===== config.mk =====
export PLATFORM = sky130hd
export DESIGN_NAME = page_wr_buf
export DESIGN_NICKNAME = d
export VERILOG_FILES = /design/src/rtl/pwb_pkg.sv /design/src/rtl/pwb_pointer.sv /design/src/rtl/pwb_slots.sv /design/src/rtl/pwb_seq.sv /design/src/rtl/page_wr_buf.sv
export SDC_FILE = /design/constraint.sdc
export NUM_CORES = 1
export LEC_CHECK = 0
export BUFFER_PORTS_ARGS = -buffer_cell sky130_fd_sc_hd__buf_4
export CAP_MARGIN = 10
export CORE_UTILIZATION = 56
export DETAILED_ROUTE_END_ITERATION = 16
export PLACE_DENSITY = 0.86
export SLEW_MARGIN = 20
export SYNTH_ARGS = -nofsm -noshare
export SYNTH_HDL_FRONTEND = slang
export SYNTH_SLANG_ARGS = --single-unit

===== constraint.sdc =====
create_clock -name clk -period 3 [get_ports clk]
set_input_delay 0 -clock clk [delete_from_list [all_inputs] [get_ports clk]]
set_output_delay 0 -clock clk [all_outputs]
set_load 0.1 [all_outputs]

===== src/rtl/pwb_pkg.sv =====
package pwb_pkg;
  typedef enum logic [1:0] {
    SEQ_IDLE = 2'd0,
    SEQ_SCAN = 2'd1,
    SEQ_HOLD = 2'd2
  } seq_state_t;
endpackage


===== src/rtl/pwb_pointer.sv =====
module pwb_pointer #(
  parameter int ADDR_W = 8,
  parameter int PG_W   = 4
) (
  input  logic              clk,
  input  logic              rst_n,
  input  logic              load,
  input  logic [ADDR_W-1:0] load_addr,
  input  logic              advance,
  output logic [ADDR_W-1:0] ptr_q
);
  localparam int HI_W = ADDR_W - PG_W;

  logic [HI_W-1:0] base_q;
  logic [PG_W-1:0] off_q;

  always_ff @(posedge clk or negedge rst_n) begin
    if (!rst_n) begin
      base_q <= '0;
      off_q  <= '0;
    end else if (load) begin
      base_q <= load_addr[ADDR_W-1:PG_W];
      off_q  <= load_addr[PG_W-1:0];
    end else if (advance) begin
      off_q  <= off_q + PG_W'(1);
    end
  end

  assign ptr_q = {base_q, off_q};
endmodule


===== src/rtl/pwb_slots.sv =====
module pwb_slots #(
  parameter int PAGE_BYTES = 16,
  parameter int DATA_W     = 8,
  parameter int PG_W       = 4
) (
  input  logic              clk,
  input  logic              rst_n,
  input  logic              clear,
  input  logic              wr_en,
  input  logic [PG_W-1:0]   wr_idx,
  input  logic [DATA_W-1:0] wr_data,
  input  logic [PG_W-1:0]   rd_idx,
  output logic [DATA_W-1:0] rd_data,
  output logic              rd_valid,
  output logic              any_valid
);
  logic [DATA_W-1:0]     data_q [PAGE_BYTES];
  logic [PAGE_BYTES-1:0] valid_q;

  for (genvar g = 0; g < PAGE_BYTES; g++) begin : g_slot
    always_ff @(posedge clk or negedge rst_n) begin
      if (!rst_n) begin
        valid_q[g] <= 1'b0;
        data_q[g]  <= '0;
      end else if (clear) begin
        valid_q[g] <= 1'b0;
      end else if (wr_en && (wr_idx == PG_W'(g))) begin
        valid_q[g] <= 1'b1;
        data_q[g]  <= wr_data;
      end
    end
  end

  assign rd_data   = data_q[rd_idx];
  assign rd_valid  = valid_q[rd_idx];
  assign any_valid = |valid_q;
endmodule


===== src/rtl/pwb_seq.sv =====
module pwb_seq
  import pwb_pkg::*;
#(
  parameter int PAGE_BYTES = 16,
  parameter int PG_W       = 4,
  parameter int EFF_CYC    = 16,
  parameter int CNT_W      = 5
) (
  input  logic            clk,
  input  logic            rst_n,
  input  logic            commit_req,
  input  logic            have_data,
  input  logic            protect,
  output logic            busy_q,
  output logic            scan_active,
  output logic [PG_W-1:0] scan_idx,
  output logic            slots_clear
);
  localparam logic [PG_W-1:0]  LAST_IDX = PG_W'(PAGE_BYTES - 1);
  localparam logic [CNT_W-1:0] LAST_TMR = CNT_W'(EFF_CYC - 1);

  seq_state_t      st_q;
  logic [PG_W-1:0] idx_q;
  logic [CNT_W-1:0] tmr_q;
  logic            start;

  assign start = (st_q == SEQ_IDLE) && commit_req && have_data && !protect;

  always_ff @(posedge clk or negedge rst_n) begin
    if (!rst_n) begin
      st_q  <= SEQ_IDLE;
      idx_q <= '0;
      tmr_q <= '0;
    end else begin
      unique case (st_q)
        SEQ_IDLE: begin
          idx_q <= '0;
          tmr_q <= '0;
          if (start) st_q <= SEQ_SCAN;
        end
        SEQ_SCAN: begin
          idx_q <= idx_q + PG_W'(1);
          tmr_q <= tmr_q + CNT_W'(1);
          if (tmr_q == LAST_TMR)      st_q <= SEQ_IDLE;
          else if (idx_q == LAST_IDX) st_q <= SEQ_HOLD;
        end
        SEQ_HOLD: begin
          tmr_q <= tmr_q + CNT_W'(1);
          if (tmr_q == LAST_TMR) st_q <= SEQ_IDLE;
        end
        default: st_q <= SEQ_IDLE;
      endcase
    end
  end

  assign busy_q      = (st_q != SEQ_IDLE);
  assign scan_active = (st_q == SEQ_SCAN);
  assign scan_idx    = idx_q;
  assign slots_clear = ((st_q == SEQ_SCAN) && (idx_q == LAST_IDX)) ||
                       ((st_q == SEQ_IDLE) && commit_req && !start);
endmodule


===== src/rtl/page_wr_buf.sv =====
module page_wr_buf #(
  parameter int ADDR_W     = 8,
  parameter int DATA_W     = 8,
  parameter int PAGE_BYTES = 16,
  parameter int WR_CYCLES  = 250000
) (
  input  logic              clk,
  input  logic              rst_n,
  input  logic              addr_load,
  input  logic [ADDR_W-1:0] addr_in,
  input  logic              byte_valid,
  output logic              byte_ready,
  input  logic [DATA_W-1:0] byte_data,
  input  logic              commit,
  input  logic              wr_protect,
  output logic              busy,
  output logic [ADDR_W-1:0] ptr,
  output logic              mem_we,
  output logic [ADDR_W-1:0] mem_addr,
  output logic [DATA_W-1:0] mem_wdata
);
  localparam int PG_W    = $clog2(PAGE_BYTES);
  localparam int EFF_CYC = (WR_CYCLES > PAGE_BYTES) ? WR_CYCLES : PAGE_BYTES;
  localparam int CNT_W   = $clog2(EFF_CYC + 1);

  logic            load_ok, take_byte, seq_clear, slot_clear;
  logic            have_data, scan_active, rd_valid;
  logic [PG_W-1:0] scan_idx;
  logic [DATA_W-1:0] rd_data;

  assign load_ok    = addr_load && !busy;
  assign byte_ready = !busy && !wr_protect && !addr_load && !commit;
  assign take_byte  = byte_valid && byte_ready;
  assign slot_clear = seq_clear || load_ok;

  pwb_pointer #(.ADDR_W(ADDR_W), .PG_W(PG_W)) u_ptr (
    .clk      (clk),
    .rst_n    (rst_n),
    .load     (load_ok),
    .load_addr(addr_in),
    .advance  (take_byte),
    .ptr_q    (ptr)
  );

  pwb_slots #(.PAGE_BYTES(PAGE_BYTES), .DATA_W(DATA_W), .PG_W(PG_W)) u_slots (
    .clk      (clk),
    .rst_n    (rst_n),
    .clear    (slot_clear),
    .wr_en    (take_byte),
    .wr_idx   (ptr[PG_W-1:0]),
    .wr_data  (byte_data),
    .rd_idx   (scan_idx),
    .rd_data  (rd_data),
    .rd_valid (rd_valid),
    .any_valid(have_data)
  );

  pwb_seq #(.PAGE_BYTES(PAGE_BYTES), .PG_W(PG_W), .EFF_CYC(EFF_CYC), .CNT_W(CNT_W)) u_seq (
    .clk        (clk),
    .rst_n      (rst_n),
    .commit_req (commit),
    .have_data  (have_data),
    .protect    (wr_protect),
    .busy_q     (busy),
    .scan_active(scan_active),
    .scan_idx   (scan_idx),
    .slots_clear(seq_clear)
  );

  assign mem_we    = scan_active && rd_valid;
  assign mem_addr  = {ptr[ADDR_W-1:PG_W], scan_idx};
  assign mem_wdata = rd_data;
endmodule


# Word level (Yosys, flattened, before mapping)
# Index checks and enable logic that the tools add are counted.
[totals] regBits=176 inputBits=22 wordCells=187
[op_classes] addsub=3 magnitude_cmp=2 eq_ne=22 muxes=46 n_bitwise=2 n_reduce_logical=75
[op_table] operator="2-bit nonzero test" count=20
[op_table] operator="4-bit equality test, second input constant" count=9
[op_table] operator="18-bit case mux with 2 select lines" count=1
[op_table] operator="1-bit 2-to-1 mux" count=33
[op_table] operator="8-bit binary-select mux with 4-bit select" count=1
[op_table] operator="2-bit AND reduction" count=16
[op_table] operator="1-bit logical AND" count=27
[op_table] operator="18-bit by 1-bit adder with 18-bit output, second input constant" count=1
[op_table] operator="18-bit equality test, second input constant" count=1
[op_table] operator="4-bit by 3-bit equality test with 1-bit output, second input constant" count=4
[op_table] operator="8-bit 2-to-1 mux" count=2
[op_table] operator="16-bit OR reduction" count=1
[op_table] operator="4-bit by 1-bit adder with 4-bit output, second input constant" count=2
[op_table] operator="4-bit by 2-bit equality test with 1-bit output, second input constant" count=2
[op_table] operator="2-bit 2-to-1 mux" count=4
[op_table] operator="4-bit 2-to-1 mux" count=2
[op_table] operator="4-bit case mux with 2 select lines" count=1
[op_table] operator="2-bit case mux with 3 select lines" count=1
[op_table] operator="5-bit >= comparator, second input constant" count=1
[op_table] operator="1-bit logical NOT" count=5
[op_table] operator="4-bit by 5-bit less-than comparator with 1-bit output, second input constant" count=1
[op_table] operator="4-bit inverter with 5-bit output" count=1
[op_table] operator="1-bit binary-select mux with 4-bit select" count=1
[op_table] operator="4-bit by 1-bit equality test with 1-bit output, second input constant" count=1
[op_table] operator="other kinds (10)" count=12

# Longest topological paths before layout
[depth] depth_word=10 mapped_depth=8

# Hierarchy
# Synthesis repeated with hierarchy kept, for this count alone.
[hier_totals] cells_unflattened=601 area_unflattened_um2=8414.3
[by_module_without_submodules] mod="pwb_slots" instances=1 cells_each=420 area_each_um2=6617.6
[by_module_without_submodules] mod="pwb_seq" instances=1 cells_each=145 area_each_um2=1376.3
[by_module_without_submodules] mod="pwb_pointer" instances=1 cells_each=27 area_each_um2=352.8
[by_module_without_submodules] mod="page_wr_buf" instances=1 cells_each=9 area_each_um2=67.6

# Worst setup path after synthesis
# OpenSTA, ideal clock, no wires.
[synth_timing] path_kind="register -> output" startpoint="register u_seq.idx_q[1], in the netlist u_seq.scan_idx[1]" endpoint="output port mem_we" arrival_ps=2771 setup_slack_ps=229 stages_incl_launch_ff=5 path_buffers=1 path_cell_list="dfrtp_1 buf_2 mux4_2 mux4_2 and2_1"
[synth_between] elab_chain_len=3
[synth_rtl] item="start: declaration" line_no="pwb_seq.sv:23" text="logic [PG_W-1:0] idx_q;"
[synth_rtl] item="start signal: assignment" line_no="pwb_seq.sv:42" text="idx_q <= idx_q + PG_W'(1);"
[synth_rtl] item="1-bit binary-select mux with 4-bit select" line_no="pwb_slots.sv:35" text="assign rd_valid = valid_q[rd_idx];"
[synth_rtl] item="1-bit 2-to-1 mux (implied by the code)" line_no="pwb_slots.sv:35"
[synth_rtl] item="1-bit logical AND" line_no="page_wr_buf.sv:70" text="assign mem_we = scan_active && rd_valid;"
[synth_rtl] item="end: declaration" line_no="page_wr_buf.sv:18" text="output logic mem_we,"
# No other way between the ends. The select of a mux whose other input is x is not followed.

# Worst setup path after layout
[layout_timing] startpoint="register u_seq.st_q[0]" endpoint="register u_slots.data_q[37] in the netlist's numbering"
[layout_between] elab_chain_len=10 elab_cells_between_ends=20 cone_classes="eq/ne (1); bitwise (1); reduce/logical (18)"
[layout_rtl] item="start: declaration" line_no="pwb_seq.sv:22" text="seq_state_t st_q;"
[layout_rtl] item="start signal: assignment" line_no="pwb_seq.sv:31" text="st_q <= SEQ_IDLE;"
[layout_rtl] item="start signal: assignment" line_no="pwb_seq.sv:39" text="if (start) st_q <= SEQ_SCAN;"
[layout_rtl] item="start signal: assignment" line_no="pwb_seq.sv:44" text="if (tmr_q == LAST_TMR) st_q <= SEQ_IDLE;"
[layout_rtl] item="2-bit logical NOT" line_no="pwb_seq.sv:27, pwb_seq.sv:60"
[layout_rtl] item="1-bit logical AND" line_no="pwb_seq.sv:27, pwb_seq.sv:60"
[layout_rtl] item="1-bit logical AND (2 in series)" line_no="pwb_seq.sv:27" text="assign start = (st_q == SEQ_IDLE) && commit_req && have_data && !protect;"
[layout_rtl] item="1-bit logical NOT" line_no="pwb_seq.sv:60" text="((st_q == SEQ_IDLE) && commit_req && !start);"
[layout_rtl] item="1-bit logical AND" line_no="pwb_seq.sv:60"
[layout_rtl] item="1-bit logical OR" line_no="pwb_seq.sv:59" text="assign slots_clear = ((st_q == SEQ_SCAN) && (idx_q == LAST_IDX)) ||"
[layout_rtl] item="1-bit logical OR" line_no="page_wr_buf.sv:34" text="assign slot_clear = seq_clear || load_ok;"
[layout_rtl] item="1-bit inverter (no source line)"
[layout_rtl] item="2-bit AND reduction (no source line) *"
[layout_rtl] item="end signal: indexed assignment" line_no="pwb_slots.sv:29" text="data_q[g] <= wr_data;"
[layout_rtl] item="end: declaration" line_no="pwb_slots.sv:17" text="logic [DATA_W-1:0] data_q [PAGE_BYTES];"
# Every way passes the cells marked *; elsewhere a longest branch is shown, timed or not.
# A chain may end at the register's enable or synchronous reset.

==> flow_metrics.py <==
metrics = {
    "worst_hold_path": {
        "min_delay_worst_endpoint": "u_ptr.off_q[2]",
        "holdPathStages": 3,
        "hold_path.startpoint": "addr_load",
        "holdCritPathClass": "in -> reg",
    },
    "finish": {
        "layout.core_utilization_pct": 66.7,
        "area.growth.synth_to_final_pct": 15.2,
        "layout.cells.most_common": "dfrtp_1",
        "nets": 706,
        "insertedDiodeCount": 0,
        "nFillCells": 966,
        "layout-drive-gt1-share_pct": 43.3,
        "most_used_cells_in_the_layout_excluding_fill_and_tap_cells": "174 x dfrtp_1, 130 x mux2_2, 63 x buf_4",
    },
    "setup_path": {
        "worst_setup_path_start_kind": "register",
        "timing.critical_path.to_type": "register",
        "rr_startpoint": "u_seq.st_q[0]",
        "timing.setup.critical_path_class": "reg -> reg",
        "crit_arrival_ps": 3120,
        "required_ps": 3300,
        "endpoint_of_the_most_critical_register_to_register_path": "u_slots.data_q[37]",
        "r2r_slack_ps": 180,
        "timing.reg2reg.worst_path_depth": 6,
        "crit_path_max_fanout": 11,
    },
    "cts": {
        "worst_skew_pair_latency_ps": 420,
        "number_of_clock_buffers_inserted_by_tritoncts": 17,
        "tritoncts": "built",
        "cts_buffer_depth": 2,
        "htreeDepth": 4,
        "tritoncts_num_sinks": 176,
        "clock_tree.root_cell": "clkbuf_16",
        "clk_slew_on_worst_s_h_paths_ps": 60,
        "cts-resized-gates": 0,
    },
    "timing": {
        "fmaxAchievable_mhz": 355,
        "finClkSkew_ps": 6.88,
        "setup_viol": 0,
        "final_max_slew_viol_count": 0,
        "worst_slew_margin_rel_pct": 40.4,
        "post-route-min-period_ps": 2820,
        "timing.setup.tns_ps": 0,
        "finalHoldViolCount": 0,
        "unrepaired_setup_endpoints_after_global_routing": "no",
        "post-route-period-util_pct": 93.9,
        "tightest_slew_ps": 894,
    },
    "global_routing": {
        "all_layer_global_routing_usage_pct": 26.7,
        "grt_start_max_net_pins": 99,
        "grt_pass1_vias": 5882,
        "global_route_wire_length_before_repair_um": 31700,
        "grt_antenna_before_repair": 0,
        "grt_remaining_overflow": 0,
    },
    "synth": {
        "mappedNetlistNets": 637,
        "synth_enable_flop_cells": 0,
        "yosys.area.top_type_share_pct": 51.7,
        "yosysTopAreaCell": "dfrtp_1",
        "synthFlopType": "dfrtp_1",
        "yosys.area_share.xor_xnor_pct": 0.720,
        "yosysUniqueCellTypes": 55,
        "synth_top_family_by_area": "multiplexers",
        "synth_mux_area_share_pct": 29.6,
        "cell_area_after_synthesis_um2": 8510,
        "synth-warning-count": 0,
        "synth_seq_cells": 176,
        "synth_compound_area_share_pct": 4.45,
        "synth_seq_area_share_pct": 51.7,
        "syn-instance-count": 604,
        "post_synthesis_area_per_instance_um2": 14.1,
        "netlist_top_cells_area": "dfrtp_1 52%, mux2_2 17%, mux4_2 12%, ha_1 1.6%, nor2_1 1.2%",
        "yosys.area_share.adder_pct": 1.62,
        "synth-async-reset-ratio_pct": 100,
        "share_of_synthesized_cell_area_in_and_or_nand_and_nor_gates_pct": 9.60,
    },
    "detailed_routing": {
        "drc": 4,
        "firstDrtPassIters": 11,
        "detailedRoute.firstIterationViolations": 465,
        "vias": 5508,
        "ant_nets": 0,
        "route.final.wire_length_um": 19300,
        "detail_route.wl_per_cell_um": 22.1,
        "via_per_inst": 6.33,
    },
    "placed_design": {
        "buffer_ports.inserted": 48,
        "hpwl_um": 12800,
        "routabilityCongestion": 0.916,
    },
    "floorplan": {
        "die_height_um": 125,
        "fp-row-count": 44,
        "design.core.area_um2": 14700,
        "design.portCount": 49,
        "starting_density_pct": 57.9,
        "dieArea_um2": 15700,
        "die_width_um": 125,
    },
    "power": {
        "combinationalPowerShare_pct": 37.9,
        "power_leakage_nw": 4.49,
        "worst_supply_voltage_drop_on_vdd_mv": 0.770,
        "power_switching_mw": 3.38,
        "clock_power_share_pct": 25.2,
        "switching_share_pct": 40.4,
        "powerDensity_nw_per_um2": 855,
        "power.sequential.fraction_pct": 36.9,
        "internal-power_mw": 5.00,
    },
    "job": {
        "max_cap_viol_count": 0,
    },
    "outcome": {
        "violations": "DRC",
        "outcome": "finished, violations left",
    },
}
power by group through the flow:
stage               Sequential (mW)  Combinational, mW  Clock [mW]
floorplan                      3.54               2.04           0
global placement               3.09               3.09           0
detailed placement             3.13               3.17           0
CTS                            3.09               3.20        2.13
global route                   3.14               3.35        2.22
finish                         3.10               3.18        2.11
state kept, by name, summed over array words and instances, names as in the netlist:
signal / count
u_slots.data_q: 128
u_seq.scan_idx: 4
u_seq.tmr_q: 18
u_ptr.base_q: 4
u_slots.valid_q: 16
u_ptr.off_q: 4
u_seq.st_q: 2
worst max-delay path by stage:
stage,start,end,slack [ps],depth (start not counted)
finish,u_seq.st_q[0],u_slots.data_q[37],180,6
global route,u_seq.st_q[0],u_slots.data_q[37],70,6
CTS,u_seq.scan_idx[1],mem_we,190,5
detailed placement,u_seq.st_q[0],u_slots.data_q[37],210,6
global placement,u_seq.st_q[0],u_slots.data_q[39],430,6
floorplan,u_seq.scan_idx[1],mem_we,230,4
cells in the mapped netlist (all sizes together) (6+ instances only):
cell,instances
dfrtp,176
mux2,133
mux4,45
nor2,38
buf,18
nand2,18
nand3,18
a21oi,16
clkbuf,13
a31oi,11
ha,11
inv,11
nor3,11
o21ai,11
nor4,7
and2,6
nand4,6
cells by family after synthesis:
family / after synthesis
xor gates and xnor gates: 7
and+or+nand+nor: 130
adders and majority gates: 11
DFF: 176
AOI/OAI and AO/OA: 59
buffers and inverters: 42
muxes: 179
final cells by class:
| type | count | area [µm²] | share of cell area [%] |
|---|---|---|---|
| Timing Repair Buffer | 81 | 654 | 6.67 |
| Sequential cell | 176 | 4410 | 44.9 |
| Inverter | 11 | 41.3 | 0.421 |
| Clock inverter | 14 | 130 | 1.33 |
| Clock buffer | 18 | 429 | 4.38 |
| Multi-Input combinational cell | 386 | 3920 | 39.9 |
| Tap cell | 184 | 230 | 2.35 |
what timing repair did:
action                                 4_1_cts  5_1_grt
endpoints found under the hold margin      230        0
hold buffers                                17        0
buffers inserted                             0        0
metal layers:
| metal | vias to the layer above | share of wire (%) | GRT usage, % |
|---|---|---|---|
| li1 | 2412 | - | - |
| met5 | - | 0 | 0 |
| met4 | 0 | 1.2 | 7.46 |
| met3 | 22 | 4.9 | 4.88 |
| met2 | 183 | 52 | 46.3 |
| met1 | 2891 | 42 | 34.5 |
metrics by stage:
step           worst slack [ps]  total power [mW]  hold WS [ps]  instances  cell area [µm²]
2_1_floorplan               229              5.59          -296        604             8510
3_3_place_gp                430              6.18           143        821             9080
3_5_place_dp                212              6.29           162        821             9080
4_1_cts                     192              8.42          62.9        870             9810
5_1_grt                    72.3              8.71           124        870             9810
6_report                    183              8.39          83.8        870             9810
worst max-delay path: stages (launching register included):
cell and delay [ps]:
dfrtp_1 430, inv_1 140, ha_1 410, nor3b_4 400, nand3_2 270, nor2_2 610, mux2_2 410
(Power assumes the default switching activity.)
